--- src/rtl/sram_ctrl_pkg.sv ---
package sram_ctrl_pkg;

  typedef struct packed {
    logic load;     // capture host request
    logic select;   // chip and lane enables active
    logic rdEn;     // output enable active
    logic wrEn;     // write strobe active
    logic drive;    // data-bus drivers on
    logic capture;  // register memory data
    logic done;     // raise acknowledge next cycle
  } strobe_t;

  function automatic int nsToCycles(input int ns, input int periodNs);
    int c;
    c = (ns + periodNs - 1) / periodNs;
    return (c < 1) ? 1 : c;
  endfunction

  function automatic int maxInt(input int a, input int b);
    return (a > b) ? a : b;
  endfunction

endpackage

--- src/rtl/sram_ctrl_fsm.sv ---
module sram_ctrl_fsm
  import sram_ctrl_pkg::*;
#(
  parameter int RD_CYC   = 14,
  parameter int TURN_CYC = 5,
  parameter int WSU_CYC  = 2,
  parameter int WPW_CYC  = 10,
  parameter int WHD_CYC  = 1,
  parameter int WREC_CYC = 1
) (
  input  logic    clk,
  input  logic    rstN,
  input  logic    reqValid,
  input  logic    reqWrite,
  output logic    reqReady,
  output strobe_t stb
);

  localparam int TOTAL = RD_CYC + TURN_CYC + WSU_CYC + WPW_CYC + WHD_CYC + WREC_CYC;
  localparam int CNT_W = $clog2(TOTAL + 1);

  typedef enum logic [2:0] {
    S_IDLE, S_READ, S_TURN, S_WSETUP, S_WPULSE, S_WHOLD, S_WREC
  } state_t;

  state_t            state, stateNxt;
  logic [CNT_W-1:0]  cnt, cntNxt;
  logic              last;

  assign last     = (cnt == '0);
  assign reqReady = (state == S_IDLE);

  always_comb begin
    stateNxt = state;
    cntNxt   = last ? cnt : cnt - 1'b1;
    stb      = '0;
    unique case (state)
      S_IDLE: begin
        if (reqValid) begin
          stb.load = 1'b1;
          if (reqWrite) begin
            stateNxt = S_WSETUP;
            cntNxt   = CNT_W'(WSU_CYC - 1);
          end else begin
            stateNxt = S_READ;
            cntNxt   = CNT_W'(RD_CYC - 1);
          end
        end
      end
      S_READ: begin
        stb.select = 1'b1;
        stb.rdEn   = 1'b1;
        if (last) begin
          stb.capture = 1'b1;
          stb.done    = 1'b1;
          stateNxt    = S_TURN;
          cntNxt      = CNT_W'(TURN_CYC - 1);
        end
      end
      S_TURN: if (last) stateNxt = S_IDLE;
      S_WSETUP: begin
        stb.select = 1'b1;
        if (last) begin
          stateNxt = S_WPULSE;
          cntNxt   = CNT_W'(WPW_CYC - 1);
        end
      end
      S_WPULSE: begin
        stb.select = 1'b1;
        stb.wrEn   = 1'b1;
        stb.drive  = 1'b1;
        if (last) begin
          stateNxt = S_WHOLD;
          cntNxt   = CNT_W'(WHD_CYC - 1);
        end
      end
      S_WHOLD: begin
        stb.select = 1'b1;
        stb.drive  = 1'b1;
        if (last) begin
          stb.done = 1'b1;
          if (WREC_CYC > 0) begin
            stateNxt = S_WREC;
            cntNxt   = CNT_W'((WREC_CYC > 0) ? WREC_CYC - 1 : 0);
          end else begin
            stateNxt = S_IDLE;
          end
        end
      end
      S_WREC: if (last) stateNxt = S_IDLE;
      default: stateNxt = S_IDLE;
    endcase
  end

  always_ff @(posedge clk or negedge rstN) begin
    if (!rstN) begin
      state <= S_IDLE;
      cnt   <= '0;
    end else begin
      state <= stateNxt;
      cnt   <= cntNxt;
    end
  end

endmodule

--- src/rtl/sram_ctrl_dp.sv ---
module sram_ctrl_dp
  import sram_ctrl_pkg::*;
#(
  parameter int ADDR_W = 19,
  parameter int DATA_W = 16,
  parameter int LANES  = DATA_W / 8
) (
  input  logic              clk,
  input  logic              rstN,
  input  strobe_t           stb,
  input  logic [ADDR_W-1:0] reqAddr,
  input  logic [DATA_W-1:0] reqWdata,
  input  logic [LANES-1:0]  reqBe,
  input  logic [DATA_W-1:0] memDin,
  output logic [ADDR_W-1:0] memAddr,
  output logic [DATA_W-1:0] memDout,
  output logic              memDoe,
  output logic              memCe1N,
  output logic              memCe2,
  output logic              memWeN,
  output logic              memOeN,
  output logic [LANES-1:0]  memBeN,
  output logic              ackValid,
  output logic [DATA_W-1:0] ackRdata
);

  logic [ADDR_W-1:0] addrQ;
  logic [DATA_W-1:0] wdataQ, rdataQ;
  logic [LANES-1:0]  beQ;
  logic              ackQ;

  always_ff @(posedge clk or negedge rstN) begin
    if (!rstN) begin
      addrQ  <= '0;
      wdataQ <= '0;
      beQ    <= '0;
      rdataQ <= '0;
      ackQ   <= 1'b0;
    end else begin
      if (stb.load) begin
        addrQ  <= reqAddr;
        wdataQ <= reqWdata;
        beQ    <= reqBe;
      end
      if (stb.capture) rdataQ <= memDin;
      ackQ <= stb.done;
    end
  end

  for (genvar i = 0; i < LANES; i++) begin : gLane
    assign memBeN[i] = ~(stb.select & beQ[i]);
  end

  assign memCe1N  = ~stb.select;
  assign memCe2   = stb.select;
  assign memOeN   = ~stb.rdEn;
  assign memWeN   = ~stb.wrEn;
  assign memDoe   = stb.drive;
  assign memAddr  = addrQ;
  assign memDout  = wdataQ;
  assign ackValid = ackQ;
  assign ackRdata = rdataQ;

endmodule

--- src/rtl/sram_cycle_ctrl.sv ---
module sram_cycle_ctrl
  import sram_ctrl_pkg::*;
#(
  parameter int CLK_NS  = 5,
  parameter int ADDR_W  = 19,
  parameter int DATA_W  = 16,
  parameter int T_RC    = 70,
  parameter int T_AA    = 70,
  parameter int T_DOE   = 35,
  parameter int T_WC    = 70,
  parameter int T_PWE   = 50,
  parameter int T_AW    = 60,
  parameter int T_SD    = 30,
  parameter int T_HD    = 0,
  parameter int T_HZOE  = 25
) (
  input  logic              clk,
  input  logic              rstN,
  input  logic              reqValid,
  output logic              reqReady,
  input  logic              reqWrite,
  input  logic [ADDR_W-1:0] reqAddr,
  input  logic [DATA_W-1:0] reqWdata,
  input  logic [1:0]        reqBe,
  output logic              ackValid,
  output logic [DATA_W-1:0] ackRdata,
  output logic [ADDR_W-1:0] memAddr,
  output logic [DATA_W-1:0] memDout,
  input  logic [DATA_W-1:0] memDin,
  output logic              memDoe,
  output logic              memCe1N,
  output logic              memCe2,
  output logic              memWeN,
  output logic              memOeN,
  output logic [1:0]        memBeN
);

  localparam int RD_CYC   = maxInt(nsToCycles(T_RC, CLK_NS),
                                   maxInt(nsToCycles(T_AA, CLK_NS), nsToCycles(T_DOE, CLK_NS)));
  localparam int TURN_CYC = nsToCycles(T_HZOE, CLK_NS);
  localparam int WPW_CYC  = maxInt(nsToCycles(T_PWE, CLK_NS), nsToCycles(T_SD, CLK_NS));
  localparam int WSU_CYC  = maxInt(1, nsToCycles(T_AW, CLK_NS) - WPW_CYC);
  localparam int WHD_CYC  = nsToCycles(T_HD, CLK_NS);
  localparam int WBODY    = WSU_CYC + WPW_CYC + WHD_CYC;
  localparam int WREC_CYC = maxInt(0, nsToCycles(T_WC, CLK_NS) - WBODY);

  strobe_t stb;

  sram_ctrl_fsm #(
    .RD_CYC(RD_CYC), .TURN_CYC(TURN_CYC), .WSU_CYC(WSU_CYC),
    .WPW_CYC(WPW_CYC), .WHD_CYC(WHD_CYC), .WREC_CYC(WREC_CYC)
  ) uFsm (
    .clk(clk), .rstN(rstN), .reqValid(reqValid), .reqWrite(reqWrite),
    .reqReady(reqReady), .stb(stb)
  );

  sram_ctrl_dp #(.ADDR_W(ADDR_W), .DATA_W(DATA_W), .LANES(2)) uDp (
    .clk(clk), .rstN(rstN), .stb(stb),
    .reqAddr(reqAddr), .reqWdata(reqWdata), .reqBe(reqBe), .memDin(memDin),
    .memAddr(memAddr), .memDout(memDout), .memDoe(memDoe),
    .memCe1N(memCe1N), .memCe2(memCe2), .memWeN(memWeN), .memOeN(memOeN),
    .memBeN(memBeN), .ackValid(ackValid), .ackRdata(ackRdata)
  );

endmodule

--- config.mk ---
export PLATFORM = sky130hd
export DESIGN_NAME = sram_cycle_ctrl
export DESIGN_NICKNAME = d
export VERILOG_FILES = /design/src/rtl/sram_ctrl_pkg.sv /design/src/rtl/sram_ctrl_fsm.sv /design/src/rtl/sram_ctrl_dp.sv /design/src/rtl/sram_cycle_ctrl.sv
export SDC_FILE = /design/constraint.sdc
export NUM_CORES = 1
export LEC_CHECK = 0
export ABC_AREA = 1
export ABC_CLOCK_PERIOD_IN_PS = 2100
export BUFFER_PORTS_ARGS = -buffer_cell sky130_fd_sc_hd__buf_4
export CORE_MARGIN = 5
export CORE_UTILIZATION = 47
export DETAILED_ROUTE_END_ITERATION = 12
export MAX_ROUTING_LAYER = met4
export PLACE_DENSITY = 0.78
export SETUP_SLACK_MARGIN = 0.15
export SYNTH_ARGS = -nofsm -noshare
export SYNTH_HDL_FRONTEND = slang
export SYNTH_SLANG_ARGS = --single-unit
--- constraint.sdc ---
create_clock -name clk -period 2.1 [get_ports clk]
set_input_delay 0.21 -clock clk [delete_from_list [all_inputs] [get_ports clk]]
set_output_delay 0.21 -clock clk [all_outputs]
set_load 0.02 [all_outputs]
# == Word level (Yosys, flattened, before mapping) ==
# Index checks and enable logic that the tools add are counted.
# totals
reg_bits,63
in_bits,57
out_inout_bits,60
word_cells,58
# op_classes
addsub,1
eq_ne,12
muxes,25
bitwise_logic,7
reduce_logical,6
# ops
cell,n
$mux 6,5
$pmux 6 s4,1
$mux 3,6
$pmux 3 s6,1
$ne 2x1->1 const B,5
$eq 3x3->1 const B,3
$mux 1,8
$eq 3x2->1 const B,2
$logic_not 6->1,1
$reduce_and 6->1,1
$sub 6x1->6 const B,1
$not 1->1,5
$mux 2,2
$mux 4,1
$reduce_or 2->1,2
$reduce_or 4->1,1
$eq 3x1->1 const B,1
$logic_not 3->1,1
$and 1x1->1,2
$ne 2x2->1 const B,1
$pmux 1 s2,1

# == Longest topological paths before layout ==
# Gate-level depths: netlist of the first run.
# logic_depth
word_depth,5
depth_mapped,9
mapped_depth_nobuf,9

# == Modules after synthesis ==
# A second synthesis of the first run with hierarchy kept.
# unflattened
hier_cells,340
hier_area_um2,2805.2
# modules_own_cells
mod,instances,cells_each,area_each_um2,seq_area_each_um2
sram_ctrl_dp,1,232,2087.0,1351.3
sram_ctrl_fsm,1,108,718.2,225.2

# == Worst setup path after synthesis of the first run ==
# OpenSTA, ideal clock, no wires.
# synth_timing
kind,register to register
from,register uFsm.cnt[0]
to,register uFsm.cnt[0]
setup_ps,71
arrival_ps,1542
t_required_ps,2029
slack_ps,487
path_stages_with_launch,8
path_buffers,1
period_less_slack_ps,1613
path_cell_list,dfrtp_1 -> inv_1 -> ha_1 -> nand3_1 -> clkbuf_1 -> ha_1 -> or2_0 -> nand4_1
# synth_between
elab_chain_cells,4
word_cells_on_any_way,8
classes_between,1 x add/sub; 6 x mux; 1 x reduce/logical
# synth_rtl
element,line,rtl
from (decl),sram_ctrl_fsm.sv:27,"logic [CNT_W-1:0] cnt, cntNxt;"
from (signal assigned),sram_ctrl_fsm.sv:101,cnt <= cntNxt;
$sub 6x1->6 or $logic_not 6->1 (tied branches),"sram_ctrl_fsm.sv:35, sram_ctrl_fsm.sv:30",
$mux 6,sram_ctrl_fsm.sv:35,cntNxt = last ? cnt : cnt - 1'b1;
$mux 6 (on tied branches),--,
$pmux 6 s4 *,sram_ctrl_fsm.sv:37,unique case (state)
via uFsm.cntNxt[0],sram_ctrl_fsm.sv:27,
# The timed path passes the listed nets; every way through them passes the cells marked *.
# A chain may end at the register's enable or synchronous reset.

# == Worst setup path in the final report of the first run ==
# layout_timing
from,register uFsm.state[1]
to,output port memOeN
# layout_between
elab_chain_cells,3
# layout_rtl
element,line,rtl
from (decl),sram_ctrl_fsm.sv:26,"state_t state, stateNxt;"
from (signal assigned),sram_ctrl_fsm.sv:100,state <= stateNxt;
$eq 3x1->1,sram_ctrl_fsm.sv:37,
$mux 1,sram_ctrl_fsm.sv:37,
$not 1->1,sram_ctrl_dp.sv:56,assign memOeN = ~stb.rdEn;
to (decl),sram_cycle_ctrl.sv:34,"output logic memOeN,"
# Every way passes these cells.

==> reports/metrics.yaml, run 1 <==
final_layout_size_suffix_gt1_share_pct: 31.8
slew_headroom_pct: 47.4
hp-class: "input pin to register"
max_freq_mhz: 546
cts.clk_slew.worst_paths_ns: 0.07
drtAntennaViolNets: 0
initial_core_util_pct: 49.1
rows: 27
insertion_delay_ns: 0.33
postSynthCellCount: 332
ir_worst_vdd_mv: 0.852
max-cap-violations: 0
post-route-period-util_pct: 87.3
wirelength_um: 6980
stdcell_area_um2: 3890
drt_iter0_drc: 178
power_switching_uw: 2790
boundaryPins: 117
seq_area_frac_synth_pct: 57.3
critical_path_arrival_ns: 1.62
cts_sinks: 63
core_um2: 5610
ys_ff_latch: 63
antenna_cells: 0
dieWidth_um: 86.5
avgSynthCellArea_um2: 8.29
synthesis.nets: 393
drc: 0
finalSetupTns_ns: 0
numCtsBuffers: 9
skew_ns: 0.00986
cts_tree: "yes"
final.min_clock_period_ns: 1.83
path_max_fanout: 13
vias_per_cell: 4.83
grt_pass1_wl_um: 11500
vias: 2567
grt.total_usage_pct: 20.0
status: "complete, no violations"
ys_warn_count: 0
nFillCells: 477
die_y_um: 86.5
final_max_slew_viol_count: 0
final_hold_viol_count: 0
setup_violations: 0
area_growth_syn_to_layout_pct: 41.4
dpl.hpwl_um: 5070
required_ns: 1.89
p_int_uw: 3670
end_kind: "output port"
cts_buffer_depth: 2
p_sw_share_pct: 43.2
worst_slew_pin_slew_ns: 0.789
gr-total-overflow: 0
seqPwrFrac_pct: 33.7
p_leak_uw: 0.00221
final_cell_mix: "nand2_1 (181), buf_4 (123), dfrtp_1 (63), nand3_1 (26), inv_1 (17)"
wl_per_cell_um: 13.2
place_congestion: 0.869
htreeDepth: 3
p_per_area_nw_per_um2: 1660
combPwrFrac_pct: 50.4
rsz0062_at_grt: "no"
synth.distinct_cells: 22
grt_pass1_vias: 2447
antenna_found_initial: 0
critPathKind: "register to output port"
netlist_area_um2: 2750
holdPathStages: 3
dieArea_um2: 7480
clock_power_share_pct: 15.8
first_pass_iters: 4
layout_commonest_cell: "nand2_1"
port_buffers: 116
root_buffer: "clkbuf_8"
postPlaceCellArea_um2: 3680
cp-start-kind: "register"
reg2reg_depth: 8
fin_nets: 515
grt_max_degree: 64
timing repair:
action	4_1_cts	5_1_grt
hold endpoints to repair	63	0
setup buffers	0	0
gates resized for setup	0	2
setup endpoints to repair	0	16
hold buffers	1	0
registers in the layout, summed over array words and instances (netlist names):
| name | count |
|---|---|
| uDp.ackRdata | 16 |
| uFsm.state | 3 |
| uDp.ackValid | 1 |
| uDp.memDout | 16 |
| uDp.memAddr | 19 |
| uDp.beQ | 2 |
| uFsm.cnt | 6 |
final cells by class:
cell class	count	area (um2)	share of cell area [%]
clock buffers	13	149	3.83
multi-input cells	236	1020	26.3
flip-flops and latches	63	1580	40.5
inverters	20	75.1	1.93
well taps	72	90.1	2.32
repair buffers	124	933	24.0
clock inverters	3	42.5	1.09
power by group through the flow:
stage	sequential [uW]	combinational, uW	clock (uW)
3_3_place_gp	2170	3190	0
4_1_cts	2180	3280	1050
6_report	2180	3260	1020
5_1_grt	2260	3590	1110
3_5_place_dp	2180	3280	0
2_1_floorplan	2720	1390	0
synth_stat cells:
cell      number  area share [%]
clkinv_1       1            0.14
inv_2          2            0.27
nand2_2        3            0.68
ha_1           4             1.8
nor3_1         2            0.36
buf_4          1            0.27
nand4_1        3            0.68
or2_2          1            0.23
buf_2          8             1.5
nor2_4         3             1.2
dfrtp_1       63              57
a21oi_1        1            0.18
nand2_1      181              25
or2_0          1            0.23
buf_6          3             1.2
o21ai_0        4            0.73
xor2_1         1            0.32
nand3_1       27             4.9
o211ai_1       1            0.27
clkbuf_1       1            0.14
inv_1         17             2.3
nor2_1         4            0.55
final timing paths:
check	start	to	slack (ns)
max in group asynchronous	rstN	uDp.ackRdata[5]	1.07
worst min register to register	uDp.beQ[0]	uDp.beQ[0]	0.47
worst max register to register	uFsm.cnt[0]	uDp.ackRdata[11]	0.42
min in group asynchronous	rstN	uDp.ackRdata[1]	0.50
worst min-delay path	reqWdata[6]	uDp.memDout[6]	0.08
worst max-delay path	uFsm.state[1]	memOeN	0.27
cells by family (layout without fill, tap and decap cells):
group | Yosys count | in the layout | synth area share [%]
compound gates | 6 | 6 | 1.18
xor+xnor | 1 | 1 | 0.318
fa+ha+maj | 4 | 4 | 1.82
buf+inv | 33 | 160 | 5.82
flops | 63 | 63 | 57.3
simple gates | 225 | 225 | 33.6
layer usage:
layer  part of all wire (%)  vias up  wire length (um)  track usage (%)
met1                     42     1186              2900             24.8
met5                      0        -                 0                -
met3                     11        6               787             6.18
met2                     46      115              3230             30.4
li1                       -     1260                 -                -
met4                   0.97        0                68             8.50
critical path, stage by stage, from the launching register on:
cell and delay, ns:
dfrtp_1 0.49, inv_1 0.16, nand2_2 0.10, nor2_4 0.30, inv_1 0.08, buf_4 0.16
through the flow:
stage | hold WS (ns) | std cells | util (%) | setup WS, ns | power, uW
finish | 0.0750 | 531 | 69.4 | 0.268 | 6460
global placement | 0.346 | 514 | 65.6 | 0.354 | 5360
CTS | 0.0565 | 531 | 69.2 | 0.222 | 6510
global route | 0.0593 | 531 | 69.4 | 0.160 | 6960
floorplan | -0.0856 | 332 | - | 0.487 | 4110
detailed placement | 0.349 | 514 | 65.6 | 0.222 | 5460
No activity file was read; power rests on OpenSTA's default activity.
==> inputs of run 2 (changes only) <==
--- a/config.mk
+++ b/config.mk
@@ -8,7 +8,6 @@
 export ABC_AREA = 1
 export ABC_CLOCK_PERIOD_IN_PS = 2100
 export BUFFER_PORTS_ARGS = -buffer_cell sky130_fd_sc_hd__buf_4
-export CORE_MARGIN = 5
 export CORE_UTILIZATION = 47
 export DETAILED_ROUTE_END_ITERATION = 12
 export MAX_ROUTING_LAYER = met4
==> run 2 against run 1 <==
Against the previous run: die area is 18% lower; largest power group unchanged; sequential power about the same; sequential cell count is the same; global-route usage is 2.3 points higher; via count down 0.66%.
==> reports/metrics.yaml, run 2 (same netlist as run 1, synthesis figures left out) <==
grtUsageMet2_pct: 37.7
power_switching_uw: 2730
insertion_delay_ns: 0.32
finalSetupTns_ns: 0
final_max_slew_viol_count: 0
p_per_area_nw_per_um2: 1620
antenna_found_initial: 0
cts_sinks: 63
cts_buffer_depth: 2
critical-path-top-delay-family: "buffers and inverters"
root_buffer: "clkbuf_8"
final_cell_mix: "nand2_1 (181), buf_4 (121), dfrtp_1 (63), nand3_1 (27), inv_1 (17)"
wirelength_um: 6290
max-cap-violations: 0
min_from: "reqWdata[3]"
reg2reg_depth: 7
register_area_um2: 1580
reg2reg_to: "uDp.ackRdata[14]"
drc: 0
drt_iter0_drc: 226
ir_worst_vdd_mv: 0.863
drtAntennaViolNets: 0
numCtsBuffers: 9
holdWs_ns: 0.0863
grt_max_degree: 64
max_freq_mhz: 550
required_ns: 1.89
final_hold_viol_count: 0
path_max_fanout: 17
holdPathEnd: "uDp.memDout[3]"
hp-class: "input pin to register"
holdPathStages: 3
fin_nets: 513
critPathKind: "register to output port"
top_usage_layer: "met2"
first_pass_iters: 4
largest_reg_flops: 19
grt.total_usage_pct: 22.3
multiInputGateArea_um2: 1010
gr-usage-met1_pct: 25.1
worst_slew_pin_slew_ns: 0.775
cts.clk_slew.worst_paths_ns: 0.07
place_congestion: 0.871
post_cts_buffers: 0
seqPwrFrac_pct: 35.0
gr-total-overflow: 0
crit_buf_inv: 4
wl_per_cell_um: 11.9
port_buffers: 116
cp-start-kind: "register"
worstPathCellList: "inv_1 > nand2_2 > nor2_4 > buf_4 > inv_1 > buf_4"
status: "complete, no violations"
cts_tree: "yes"
vias_per_cell: 4.82
rows: 27
vias: 2550
regToRegStartpoint: "uFsm.cnt[0]"
initial_core_util_pct: 49.4
dieWidth_um: 78.5
final_layout_size_suffix_gt1_share_pct: 31.3
critical-path-max-stage-delay_ns: 0.49
clock_power_share_pct: 13.6
grt_pass1_wl_um: 10600
boundaryPins: 117
antenna_cells: 0
setup_violations: 0
htreeDepth: 3
rsz0062_at_grt: "yes"
slew_headroom_pct: 48.3
p_sw_share_pct: 43.8
core_um2: 5570
p_int_uw: 3490
post-route-period-util_pct: 86.6
layout_commonest_cell: "nand2_1"
area_growth_syn_to_layout_pct: 39.3
met3_usage_pct: 6.16
p_leak_uw: 0.00218
dieArea_um2: 6160
dpl.hpwl_um: 4520
die_y_um: 78.5
end_kind: "output port"
regToRegSetupSlack_ns: 0.31
critical_path_arrival_ns: 1.61
combPwrFrac_pct: 51.4
nFillCells: 486
crit_slowest_cell: "dfrtp_1"
final.min_clock_period_ns: 1.82
grt_pass1_vias: 2504
skew_ns: 0.00678
-- run 2: cell types whose count changed in the layout (fill, tap and decap cells not counted), sizes merged --
cell	delta
bufinv	-1
buf	-2
clkinv	+2
clkbuf	-1
-- run 2: area by class of cell --
type | count | share of cell area, %
clock buffers | 12 | 3.53
clock inverters | 4 | 0.588
inverters | 20 | 1.96
multi-input cells | 236 | 26.5
flip-flops and latches | 63 | 41.1
well taps | 72 | 2.35
repair buffers | 122 | 24.0
-- run 2: per-layer routing --
layer,wire length (um),up-vias
li1,-,1257
met1,2670,1190
met2,3070,101
met3,530,2
met4,19,0
met5,0,-
-- run 2: through the flow --
stage / utilization, % / std cells / setup WS, ns / total power, uW / area, um2
6_report: 68.8 / 529 / 0.281 / 6220 / 3830
2_1_floorplan: - / 332 / 0.487 / 4110 / 2750
3_5_place_dp: 65.7 / 512 / 0.341 / 5420 / 3660
3_3_place_gp: 65.7 / 512 / 0.452 / 5310 / 3660
5_1_grt: 68.8 / 529 / 0.134 / 6730 / 3830
4_1_cts: 68.8 / 529 / 0.272 / 6290 / 3830
-- run 2: how the worst max path moves through the flow --
| stage | startpoint | end | slack [ns] | depth (start not counted) |
|---|---|---|---|---|
| 6_report | uFsm.state[1] | memOeN | 0.28 | 6 |
| 5_1_grt | uFsm.cnt[0] | uDp.ackRdata[11] | 0.13 | 7 |
| 2_1_floorplan | uFsm.cnt[0] | uFsm.cnt[0] | 0.49 | 7 |
| 4_1_cts | uFsm.state[1] | memOeN | 0.27 | 6 |
| 3_5_place_dp | uFsm.cnt[0] | uDp.ackRdata[14] | 0.34 | 7 |
| 3_3_place_gp | uFsm.cnt[0] | uDp.ackRdata[4] | 0.45 | 7 |
-- run 2: power groups by stage --
stage / combinational, uW / sequential [uW] / clock [uW]
final: 3200 / 2170 / 847
after global routing: 3550 / 2240 / 934
after CTS: 3240 / 2170 / 874
after detailed placement: 3240 / 2180 / 0
after global placement: 3130 / 2170 / 0
after floorplan: 1390 / 2720 / 0
-- run 2: what timing repair did --
item | CTS | global route
hold buffers | 1 | 0
hold endpoints to repair | 54 | 0
gates resized for setup | 0 | 0
endpoints found under the setup margin | 0 | 5
-- run 2: worst register-to-register path: stages, from the launching register on --
cell      delay, ns
dfrtp_1        0.35
inv_1          0.10
ha_1           0.21
nand3_1        0.19
clkinv_1       0.34
nand2_2        0.36
nand2_1        0.11
nand2_1        0.07
